[src/rtl/callret_pkg.sv]
package callret_pkg;

  typedef enum logic [2:0] {
    ST_IDLE, ST_RD0, ST_RD1, ST_RDW, ST_WR0, ST_WR1, ST_FIN
  } state_e;

  typedef enum logic [2:0] {
    AD_PC1, AD_PC2, AD_SP0, AD_SP1, AD_PUSH
  } addr_sel_e;

  typedef enum logic [1:0] {
    KD_OTHER, KD_CALL, KD_RET
  } kind_e;

  typedef struct packed {
    logic      latch;
    logic [1:0] pcAdv;
    logic [4:0] cost;
    logic      rd;
    logic      wr;
    logic      wrHi;
    addr_sel_e addrSel;
    logic      capLo;
    logic      capHi;
    logic      spInc;
    logic      spDec;
    logic      fin;
  } ctl_t;

  localparam logic [4:0] COST_CALL_T = 5'd24;
  localparam logic [4:0] COST_CALL_N = 5'd12;
  localparam logic [4:0] COST_RET_U  = 5'd16;
  localparam logic [4:0] COST_RET_T  = 5'd20;
  localparam logic [4:0] COST_RET_N  = 5'd8;
  localparam logic [4:0] COST_OTHER  = 5'd4;

  function automatic logic condMet(input logic [1:0] sel, input logic z, input logic c);
    case (sel)
      2'b00:   return !z;
      2'b01:   return z;
      2'b10:   return !c;
      default: return c;
    endcase
  endfunction

endpackage

[src/rtl/callret_ctrl.sv]
module callret_ctrl
  import callret_pkg::*;
(
  input  logic       clk,
  input  logic       rst_n,
  input  logic       start,
  input  logic [7:0] opcode,
  input  logic       zeroFlag,
  input  logic       carryFlag,
  output ctl_t       ctl
);

  state_e state, nextState;
  kind_e  kindReg;
  kind_e  kindDec;
  logic   takenDec;
  logic [1:0] advDec;
  logic [4:0] costDec;

  // decode of the incoming opcode
  always_comb begin
    kindDec  = KD_OTHER;
    takenDec = 1'b0;
    advDec   = 2'd1;
    costDec  = COST_OTHER;
    if (opcode == 8'hCD) begin
      kindDec = KD_CALL; takenDec = 1'b1; advDec = 2'd3; costDec = COST_CALL_T;
    end else if (opcode == 8'hC9) begin
      kindDec = KD_RET; takenDec = 1'b1; advDec = 2'd1; costDec = COST_RET_U;
    end else if (opcode[7:5] == 3'b110 && opcode[2:0] == 3'b100) begin
      kindDec  = KD_CALL;
      takenDec = condMet(opcode[4:3], zeroFlag, carryFlag);
      advDec   = 2'd3;
      costDec  = takenDec ? COST_CALL_T : COST_CALL_N;
    end else if (opcode[7:5] == 3'b110 && opcode[2:0] == 3'b000) begin
      kindDec  = KD_RET;
      takenDec = condMet(opcode[4:3], zeroFlag, carryFlag);
      advDec   = 2'd1;
      costDec  = takenDec ? COST_RET_T : COST_RET_N;
    end
  end

  always_ff @(posedge clk) begin
    if (!rst_n) begin
      state   <= ST_IDLE;
      kindReg <= KD_OTHER;
    end else begin
      state <= nextState;
      if (state == ST_IDLE && start) kindReg <= kindDec;
    end
  end

  always_comb begin
    ctl         = '0;
    ctl.addrSel = AD_SP0;
    nextState   = state;
    case (state)
      ST_IDLE: begin
        if (start) begin
          ctl.latch = 1'b1;
          ctl.pcAdv = advDec;
          ctl.cost  = costDec;
          nextState = (takenDec && kindDec != KD_OTHER) ? ST_RD0 : ST_FIN;
        end
      end
      ST_RD0: begin
        ctl.rd      = 1'b1;
        ctl.addrSel = (kindReg == KD_CALL) ? AD_PC1 : AD_SP0;
        nextState   = ST_RD1;
      end
      ST_RD1: begin
        ctl.rd      = 1'b1;
        ctl.addrSel = (kindReg == KD_CALL) ? AD_PC2 : AD_SP1;
        ctl.capLo   = 1'b1;
        nextState   = ST_RDW;
      end
      ST_RDW: begin
        ctl.capHi = 1'b1;
        ctl.spInc = (kindReg == KD_RET);
        nextState = (kindReg == KD_CALL) ? ST_WR0 : ST_FIN;
      end
      ST_WR0: begin
        ctl.wr      = 1'b1;
        ctl.addrSel = AD_PUSH;
        ctl.spDec   = 1'b1;
        nextState   = ST_WR1;
      end
      ST_WR1: begin
        ctl.wr      = 1'b1;
        ctl.wrHi    = 1'b1;
        ctl.addrSel = AD_SP1;
        nextState   = ST_FIN;
      end
      ST_FIN: begin
        ctl.fin   = 1'b1;
        nextState = ST_IDLE;
      end
      default: nextState = ST_IDLE;
    endcase
  end

endmodule

[src/rtl/callret_dpath.sv]
module callret_dpath
  import callret_pkg::*;
#(
  parameter int AW = 16,
  parameter int DW = 8,
  parameter logic [AW-1:0] SP_RESET = 16'hFFFE
)(
  input  logic          clk,
  input  logic          rst_n,
  input  ctl_t          ctl,
  input  logic [AW-1:0] pcIn,
  input  logic [DW-1:0] memRdata,
  output logic [AW-1:0] memAddr,
  output logic [DW-1:0] memWdata,
  output logic [AW-1:0] pcOut,
  output logic [AW-1:0] spOut,
  output logic [4:0]    cycleCost
);

  localparam int WORDB = AW / DW;
  localparam logic [AW-1:0] ONE  = AW'(1);
  localparam logic [AW-1:0] TWO  = AW'(2);
  localparam logic [AW-1:0] CALL_LEN = AW'(3);

  logic [AW-1:0] pcReg, spReg, pcBase, retAddr;
  logic [DW-1:0] lowByte;
  logic [DW-1:0] retBytes [WORDB];

  genvar gi;
  generate
    for (gi = 0; gi < WORDB; gi++) begin : g_split
      assign retBytes[gi] = retAddr[gi*DW +: DW];
    end
  endgenerate

  always_ff @(posedge clk) begin
    if (!rst_n) begin
      pcReg     <= '0;
      spReg     <= SP_RESET;
      pcBase    <= '0;
      retAddr   <= '0;
      lowByte   <= '0;
      cycleCost <= '0;
    end else begin
      if (ctl.latch) begin
        pcBase    <= pcIn;
        retAddr   <= pcIn + CALL_LEN;
        pcReg     <= pcIn + AW'(ctl.pcAdv);
        cycleCost <= ctl.cost;
      end
      if (ctl.capLo) lowByte <= memRdata;
      if (ctl.capHi) pcReg <= {memRdata, lowByte};
      if (ctl.spInc) spReg <= spReg + TWO;
      if (ctl.spDec) spReg <= spReg - TWO;
    end
  end

  always_comb begin
    case (ctl.addrSel)
      AD_PC1:  memAddr = pcBase + ONE;
      AD_PC2:  memAddr = pcBase + TWO;
      AD_SP1:  memAddr = spReg + ONE;
      AD_PUSH: memAddr = spReg - TWO;
      default: memAddr = spReg;
    endcase
  end

  assign memWdata  = ctl.wrHi ? retBytes[1] : retBytes[0];
  assign pcOut     = pcReg;
  assign spOut     = spReg;

endmodule

[src/rtl/callret_seq.sv]
module callret_seq
  import callret_pkg::*;
#(
  parameter int AW = 16,
  parameter int DW = 8,
  parameter logic [AW-1:0] SP_RESET = 16'hFFFE
)(
  input  logic          clk,
  input  logic          rst_n,
  input  logic          start,
  input  logic [DW-1:0] opcode,
  input  logic [AW-1:0] pcIn,
  input  logic          zeroFlag,
  input  logic          carryFlag,
  output logic [AW-1:0] memAddr,
  output logic          memRd,
  output logic          memWr,
  output logic [DW-1:0] memWdata,
  input  logic [DW-1:0] memRdata,
  output logic [AW-1:0] pcOut,
  output logic [AW-1:0] spOut,
  output logic [4:0]    cycleCost,
  output logic          done
);

  ctl_t ctl;

  callret_ctrl u_ctrl (
    .clk(clk), .rst_n(rst_n), .start(start), .opcode(opcode),
    .zeroFlag(zeroFlag), .carryFlag(carryFlag), .ctl(ctl)
  );

  callret_dpath #(.AW(AW), .DW(DW), .SP_RESET(SP_RESET)) u_dpath (
    .clk(clk), .rst_n(rst_n), .ctl(ctl), .pcIn(pcIn), .memRdata(memRdata),
    .memAddr(memAddr), .memWdata(memWdata), .pcOut(pcOut), .spOut(spOut),
    .cycleCost(cycleCost)
  );

  assign memRd = ctl.rd;
  assign memWr = ctl.wr;
  assign done  = ctl.fin;

endmodule

[config.mk]
export PLATFORM = sky130hd
export DESIGN_NAME = callret_seq
export DESIGN_NICKNAME = d
export VERILOG_FILES = /design/src/rtl/callret_pkg.sv /design/src/rtl/callret_ctrl.sv /design/src/rtl/callret_dpath.sv /design/src/rtl/callret_seq.sv
export SDC_FILE = /design/constraint.sdc
export NUM_CORES = 1
export LEC_CHECK = 0
export BUFFER_PORTS_ARGS = -buffer_cell sky130_fd_sc_hd__buf_4
export CAP_MARGIN = 20
export CORE_UTILIZATION = 55
export CTS_BUF_LIST = sky130_fd_sc_hd__clkbuf_2
export CTS_CLUSTER_SIZE = 24
export DETAILED_ROUTE_END_ITERATION = 16
export PLACE_DENSITY = 0.91
export SETUP_SLACK_MARGIN = 0.4
export SLEW_MARGIN = 10
export SYNTH_ARGS = -nofsm -noshare
export SYNTH_HDL_FRONTEND = slang
export SYNTH_SLANG_ARGS = --single-unit
[constraint.sdc]
create_clock -name clk -period 3.74 [get_ports clk]
set_input_delay 0 -clock clk [delete_from_list [all_inputs] [get_ports clk]]
set_output_delay 0 -clock clk [all_outputs]
set_load 0.03 [all_outputs]
Yosys cells after proc, flatten, opt, wreduce, memory -nomap -nowiden
Index checks and enable logic that the tools add are counted.

Add/subtract/negate cells: 7. Reductions and logical operators: 15. Mux-type cells: 47. Equal/unequal tests: 18.

Operator list (number): 2-to-1 mux 16 bit (4); case mux 16 bit (4 select lines) (1); adder 16 x 2 -> 16 bit, second input constant (3); adder 16 x 1 -> 16 bit, second input constant (2); 2-to-1 mux 5 bit (6); 2-to-1 mux 8 bit (3); 2-to-1 mux 2 bit (11); equality test 3 bit, second input constant (6); case mux 3 bit (6 select lines) (1); 2-to-1 mux 1 bit (17); adder 16 x 2 -> 16 bit (1); equality test 8 bit, second input constant (2); subtractor 16 x 2 -> 16 bit, second input constant (1); case mux 3 bit (4 select lines) (1); equality test 3 x 2 -> 1 bit, second input constant (3); logical NOT 3 bit (3); equality test 3 x 1 -> 1 bit, second input constant (2); 2-to-1 mux 3 bit (2); nonzero test 2 bit (3); equality test 2 x 1 -> 1 bit, second input constant (2); equality test 2 bit, second input constant (2); logical AND 1 bit (4); OR reduction 2 bit (2); case mux 1 bit (3 select lines) (1); other kinds (3) (4).

Output and inout bits: 64. Flip-flop bits (word level): 82.

Logic depth before layout (Yosys ltp)
Gate-level depths: netlist of the first run.

Word-level depth: 16. Mapped depth: 13.

Hierarchy
From an unflattened synthesis of the first run, not the netlist that was laid out.

Cells, all modules: 661. Area, all modules: 5301.3 µm².

Modules (own cells, without submodules): callret_dpath (area each 4747.1 µm², cells an instance 585, sequential area each 1521.5 µm², instances 1); callret_ctrl (area each 554.3 µm², cells an instance 76, sequential area each 100.1 µm², instances 1).

Least setup slack after synthesis of the first run
Ideal clock, no wire load.

Path kind: register to register. Start: reg u_ctrl.state[1]. End: reg u_dpath.pcReg[12], in the netlist u_dpath.pcOut[12]. Stages on the path, launching flop included: 14. Path buffers: 4. Period minus slack after synthesis: 2726 ps. Setup slack: 1014 ps. Setup time: 71 ps. Required time: 3669 ps. Data arrival time: 2655 ps. Cells stage by stage: dfxtp_1 > buf_6 > or4b_1 > buf_2 > inv_2 > buf_2 > ha_1 > inv_1 > fa_1 > buf_4 > nor4_1 > xor2_1 > nand2_1 > a21oi_1.

RTL lines: from (decl) (line callret_ctrl.sv:13) `state_e state, nextState;`; from (signal assigned) (line callret_ctrl.sv:48) `state <= nextState;`; to (signal assigned) (line callret_dpath.sv:48) `pcReg <= pcIn + AW'(ctl.pcAdv);`; to (signal assigned) (line callret_dpath.sv:52) `if (ctl.capHi) pcReg <= {memRdata, lowByte};`; to (decl) (line callret_dpath.sv:25) `logic [AW-1:0] pcReg, spReg, pcBase, retAddr;`.

Worst setup path in the final report of the first run
Start: reg u_ctrl.state[1]. End: reg u_dpath.pcReg[14], in the netlist u_dpath.pcOut[14].

Word-level cells in the longest chain between the ends: 5. Elaborated cells on any way between the ends: 8. Those cells by class: add/sub: 1; eq/ne: 1; mux: 4; reduce/logical: 2.

Ends and longest elaborated chain: logical NOT 3 bit (line callret_ctrl.sv:57) `case (state)`; 2-to-1 mux 8 bit (line callret_ctrl.sv:57); adder 16 x 2 -> 16 bit (line callret_dpath.sv:48); 2-to-1 mux 16 bit (line callret_dpath.sv:45) `if (ctl.latch) begin`; 2-to-1 mux 16 bit (line callret_dpath.sv:52).

Parallel ways exist; a longest one is shown, timed or not. The select of a mux whose other input is x is not followed. A chain may end at the register's enable or synchronous reset.

==> qor.csv, run 1 <==
metric,value,unit
synthCells,661,
synthTopCellsByCount,"nand2_1, dfxtp_1, a21oi_1",
cts_inserted_buffers,9,
critPathLaunchType,flip-flop,
critPathCaptureType,flip-flop,
status,"finished, final reports clean",
hold-worst-slack,0.00670,ns
htree_levels,3,
synthToLayoutAreaGrowth,23.2,%
arrival,3.54,ns
ys_types,72,
ys_async_sr_fraction,0,%
cts.sinks,79,
period_needed,3.06,ns
power_leakage,2.40,nW
powerDensity,356,mW/mm^2
crit_required,4.22,ns
dr.pass1.iters,5,
synth_warnings,0,
clk_pin_slew,0.25,ns
slew_viol_final,0,
root_buffer,clkbuf_2,
crit_start,u_ctrl.state[1],
tightest_slew,1.14,ns
hold_depth,5,
rsz0062_at_grt,no,
power_frac_seq,44.6,%
worst_clock_skew,0.0226,ns
io_pins,101,
crit_fanout,19,
ys.flop_type,dfxtp_1,
yosysMostFrequentCell,nand2_1,
worstSetupPathType,flip-flop to flip-flop,
syn-cell-area,0.00500,mm^2
viasPerCell,6.26,
start_util,57.1,%
wirelength,16300,um
internal_power,1.35,mW
synth_top_cells_by_area,"dfxtp_1, nand2_1, a21oi_1",
synth-seq-cells,79,
first_global_vias,5241,
cts_tree,yes,
hp-class,input pin to flip-flop,
dieArea,0.00948,mm^2
p_switching,0.847,mW
die_h,97.4,um
p_clk_share,22.2,%
clockBufferDepth,2,
synth-edff-count,0,
first_iter_violations,405,
coreArea,0.00876,mm^2
grt_overflow,0,
wire_per_inst,18.6,um
cts_setup_buffers,0,
synth-seq-area-share,31.6,%
period_share,81.9,%
layout.cells.non_filler,875,
drive_gt1_share,19.2,%
rows,34,
vdd_drop_max,0.294,mV
antenna_found_initial,1,
yosysTopAreaCellShare,31.6,%
place_area,0.00568,mm^2
route.antenna.remaining_nets,0,
dp_hpwl,11000,um
max_freq,326,MHz
finalNetCount,806,
r2r-start,u_ctrl.state[1],
clock_latency,0.55,ns
die_w,97.4,um
placedCellCount,823,
holdCritStartpoint,opcode[3],
hold_viol_final,0,
r2r_slack,0.68,ns
grt_pass1_wl,26100,um
grtUsageTotal,34.4,%
yosys.area.top_type,dfxtp_1,
combPwrFrac,33.2,%
slew_headroom,23.5,%
swShare,38.7,%
reg2reg_depth,10,
cap_violations,0,
place_congestion,1.03,
stdcell_area,0.00616,mm^2
grt_max_degree,62,
num_vias,5476,
postSynthAreaPerCell,7.57,um^2
place.port_buffers,97,
drc,0,
setup_viol,0,
finalSetupTns,0,ns
==> per-layer routing <==
| metal | up-vias | part of all wire, % | wire length [um] | GRT usage (%) |
|---|---|---|---|---|
| li1 | 2555 | - | - | - |
| met1 | 2556 | 40 | 6470 | 42.1 |
| met2 | 310 | 48 | 7880 | 58.4 |
| met3 | 55 | 7.2 | 1170 | 5.18 |
| met4 | 0 | 4.7 | 763 | 18.4 |
| met5 | - | 0 | 0 | 0 |
==> layout make-up <==
class	count	area [um^2]
clock inverter	7	72.6
antenna	1	2.50
sequential	79	1580
tap	108	135
multi-input combinational	512	3110
clock buffer	9	45.0
inverter	17	63.8
timing repair buffer	142	1150
fill	713	2600
==> cell families after synthesis <==
kind of cell | synth area share [%]
xor+xnor | 8.76
simple gates | 24.6
flops | 31.6
compound gates | 24.0
mux | 2.20
other cells | 0.0750
fa+ha+maj | 2.15
buf+inv | 6.63
==> power groups by stage <==
| stage | clock, mW | combinational [mW] | sequential [mW] |
|---|---|---|---|
| 6_report | 0.488 | 0.728 | 0.977 |
| 5_1_grt | 0.530 | 0.779 | 0.986 |
| 4_1_cts | 0.492 | 0.707 | 0.973 |
| 3_5_place_dp | 0 | 0.678 | 0.989 |
| 3_3_place_gp | 0 | 0.662 | 0.985 |
| 2_1_floorplan | 0 | 0.422 | 1.02 |
==> registers in the layout, indices dropped and copies added, names as in the netlist <==
register           flops
u_ctrl.kindReg         2
u_dpath.retAddr       16
u_dpath.cycleCost      3
u_dpath.spOut         15
u_dpath.pcOut         16
u_ctrl.state           3
u_dpath.pcBase        16
u_dpath.lowByte        8
==> placed cells by master (no fill, tap or decap), types with 10 or more instances in the layout <==
| cell type | synthesis | layout |
|---|---|---|
| buf_4 | 5 | 108 |
| nand2_1 | 106 | 106 |
| dfxtp_1 | 79 | 79 |
| a21oi_1 | 62 | 62 |
| nor2_1 | 50 | 50 |
| o21ai_0 | 42 | 42 |
| dlygate4sd3_1 | 0 | 34 |
| xnor2_1 | 29 | 29 |
| xor2_1 | 21 | 21 |
| a22oi_1 | 17 | 17 |
| nor3_1 | 15 | 15 |
| inv_1 | 15 | 15 |
| nand4_1 | 14 | 14 |
| nand3_1 | 11 | 11 |
| o211ai_1 | 10 | 10 |
| o22ai_1 | 10 | 10 |
==> what timing repair did <==
action	CTS	global route
endpoints found under the hold margin	78	0
resized for setup	0	2
hold buffers	34	0
endpoints found under the setup margin	0	4
==> critical path, stage by stage (launching register included) <==
cell and delay [ns]:
dfxtp_1 0.36, buf_4 0.19, or4b_4 0.58, nor2_1 0.21, o21a_1 0.18, nand2_1 0.14, fa_1 0.56, nor4_1 0.38
xor2_1 0.17, nand2_1 0.07, a21oi_1 0.15
==> metrics by stage <==
stage	power, mW	setup WS [ns]	utilization [%]
floorplan	1.44	1.01	-
global placement	1.65	0.807	64.9
detailed placement	1.67	0.663	64.9
CTS	2.17	0.593	70.1
global route	2.29	0.498	70.3
finish	2.19	0.676	70.3
==> path summary, 6_finish.rpt <==
check | to
worst max-delay path | u_dpath.pcOut[14]
worst min-delay path | u_dpath.cycleCost[2]
worst max register to register | u_dpath.pcOut[14]
worst min register to register | u_dpath.retAddr[2]
(Power assumes the default switching activity.)
==> run 2: changes to the inputs <==
- CORE_UTILIZATION: 55 -> 52
- PLACE_DENSITY: 0.91 -> 0.9
- clock period: 3.74 -> 2.8 ns (I/O delays scaled with it)
==> qor.csv, run 2 (synthesis results as in run 1) <==
metric,value,unit
powerDensity,431,mW/mm^2
place_congestion,0.943,
worstSetupPathType,flip-flop to primary output,
finalNetCount,844,
vdd_drop_max,0.353,mV
htree_levels,3,
crit_required,2.80,ns
slew_viol_final,0,
slew_headroom,39.0,%
die_h,100,um
dr.pass1.iters,7,
status,"finished, final reports clean",
max_stage_delay,0.51,ns
setup_viol,0,
post-place-ws,0.156,ns
num_vias,5717,
final_cell_mix,"buf_4, nand2_1, dfxtp_1, a21oi_1, nor2_1",
worst_clock_skew,0.0274,ns
route.antenna.remaining_nets,0,
grt_overflow,0,
io_pins,101,
clock_latency,0.56,ns
cts_inserted_buffers,9,
place.port_buffers,97,
rows,35,
dieArea,0.0100,mm^2
first_iter_violations,534,
path_buf_inv,1,
period_needed,2.53,ns
grtUsageTotal,33.8,%
cts.sinks,79,
period_share,90.2,%
wire_per_inst,19.0,um
hp-class,input pin to flip-flop,
hold_viol_final,0,
clockBufferDepth,2,
coreArea,0.00928,mm^2
viasPerCell,6.13,
n_antenna_cell,0,
cts_tree,yes,
first_global_vias,5520,
grt_pass1_wl,26800,um
power_leakage,2.72,nW
critPathSlowestCell,dfxtp_1,
max_freq,396,MHz
tightest_slew,0.913,ns
dp_hpwl,11100,um
cp_cell_sequence,"or3b_4, or3_4, a311o_1, o211ai_1, buf_4",
drive_gt1_share,32.2,%
antenna_found_initial,0,
wirelength,17700,um
crit_fanout,6,
fin_util,74.3,%
worst_path_dominant_cell_family,simple AND/OR/NAND/NOR gates,
die_w,100,um
layout_setup_ws,0.273,ns
synthToLayoutAreaGrowth,37.9,%
critPathCaptureType,primary output,
critPathLaunchType,flip-flop,
finalSetupTns,0,ns
cap_violations,0,
clk_pin_slew,0.24,ns
root_buffer,clkbuf_2,
start_util,53.9,%
arrival,2.53,ns
final_common_cell,buf_4,
rsz0062_at_grt,yes,
grt_max_degree,62,
drc,0,
finalPower,2.97,mW
[run 2: repair_timing]
action                     in CTS  in global routing
pin swaps                      12                 24
gates cloned                    0                  2
setup buffers                  26                 16
hold endpoints to repair       77                  0
setup endpoints to repair      30                 32
resized for setup              48                 57
hold buffers                   29                  0
[run 2: area by class of cell]
type / instances / area, um^2
multi-input combinational: 513 / 3460
fill: 672 / 2390
sequential: 79 / 1620
timing repair buffer: 179 / 1490
tap: 129 / 161
inverter: 17 / 66.3
clock inverter: 7 / 55.1
clock buffer: 9 / 45.0
[run 2: worst min-delay path, cell delays in order]
cell and delay (ns):
buf_4 0.12, xor2_1 0.09, xnor2_1 0.19, o21ai_2 0.06
o211a_1 0.11
[run 2: per-stage QoR]
stage	instance area (um^2)	hold slack, ns	instances
6_report	6900	0.0327	933
3_3_place_gp	5780	0.266	844
4_1_cts	6540	0.00285	915
3_5_place_dp	5780	0.277	844
2_1_floorplan	5100	0.136	663
5_1_grt	6900	0.0518	933
[run 2: power by group]
group	total [mW]	internal, mW	switching, mW
Sequential	1.31	1.23	0.0824
Clock	0.595	0.127	0.469
Combinational	1.07	0.420	0.650
Total	2.97	1.77	1.20
[run 2: path summary, 6_finish.rpt]
check / start / end / slack (ns) / cells after the start
worst max-delay path: u_ctrl.kindReg[0] / memAddr[13] / 0.27 / 5
worst min register to register: u_dpath.retAddr[2] / u_dpath.retAddr[2] / 0.48 / 2
worst max register to register: u_ctrl.state[2] / u_dpath.pcOut[3] / 0.27 / 11
worst min-delay path: opcode[3] / u_dpath.cycleCost[2] / 0.03 / 5
[run 2: per-layer routing]
metal / vias to the layer above / track usage [%] / routed length (um)
met2: 318 / 60.7 / 9020
met4: 0 / 14.6 / 613
met1: 2698 / 39.3 / 6700
met5: - / 0 / 0
met3: 59 / 6.13 / 1400
li1: 2642 / - / -
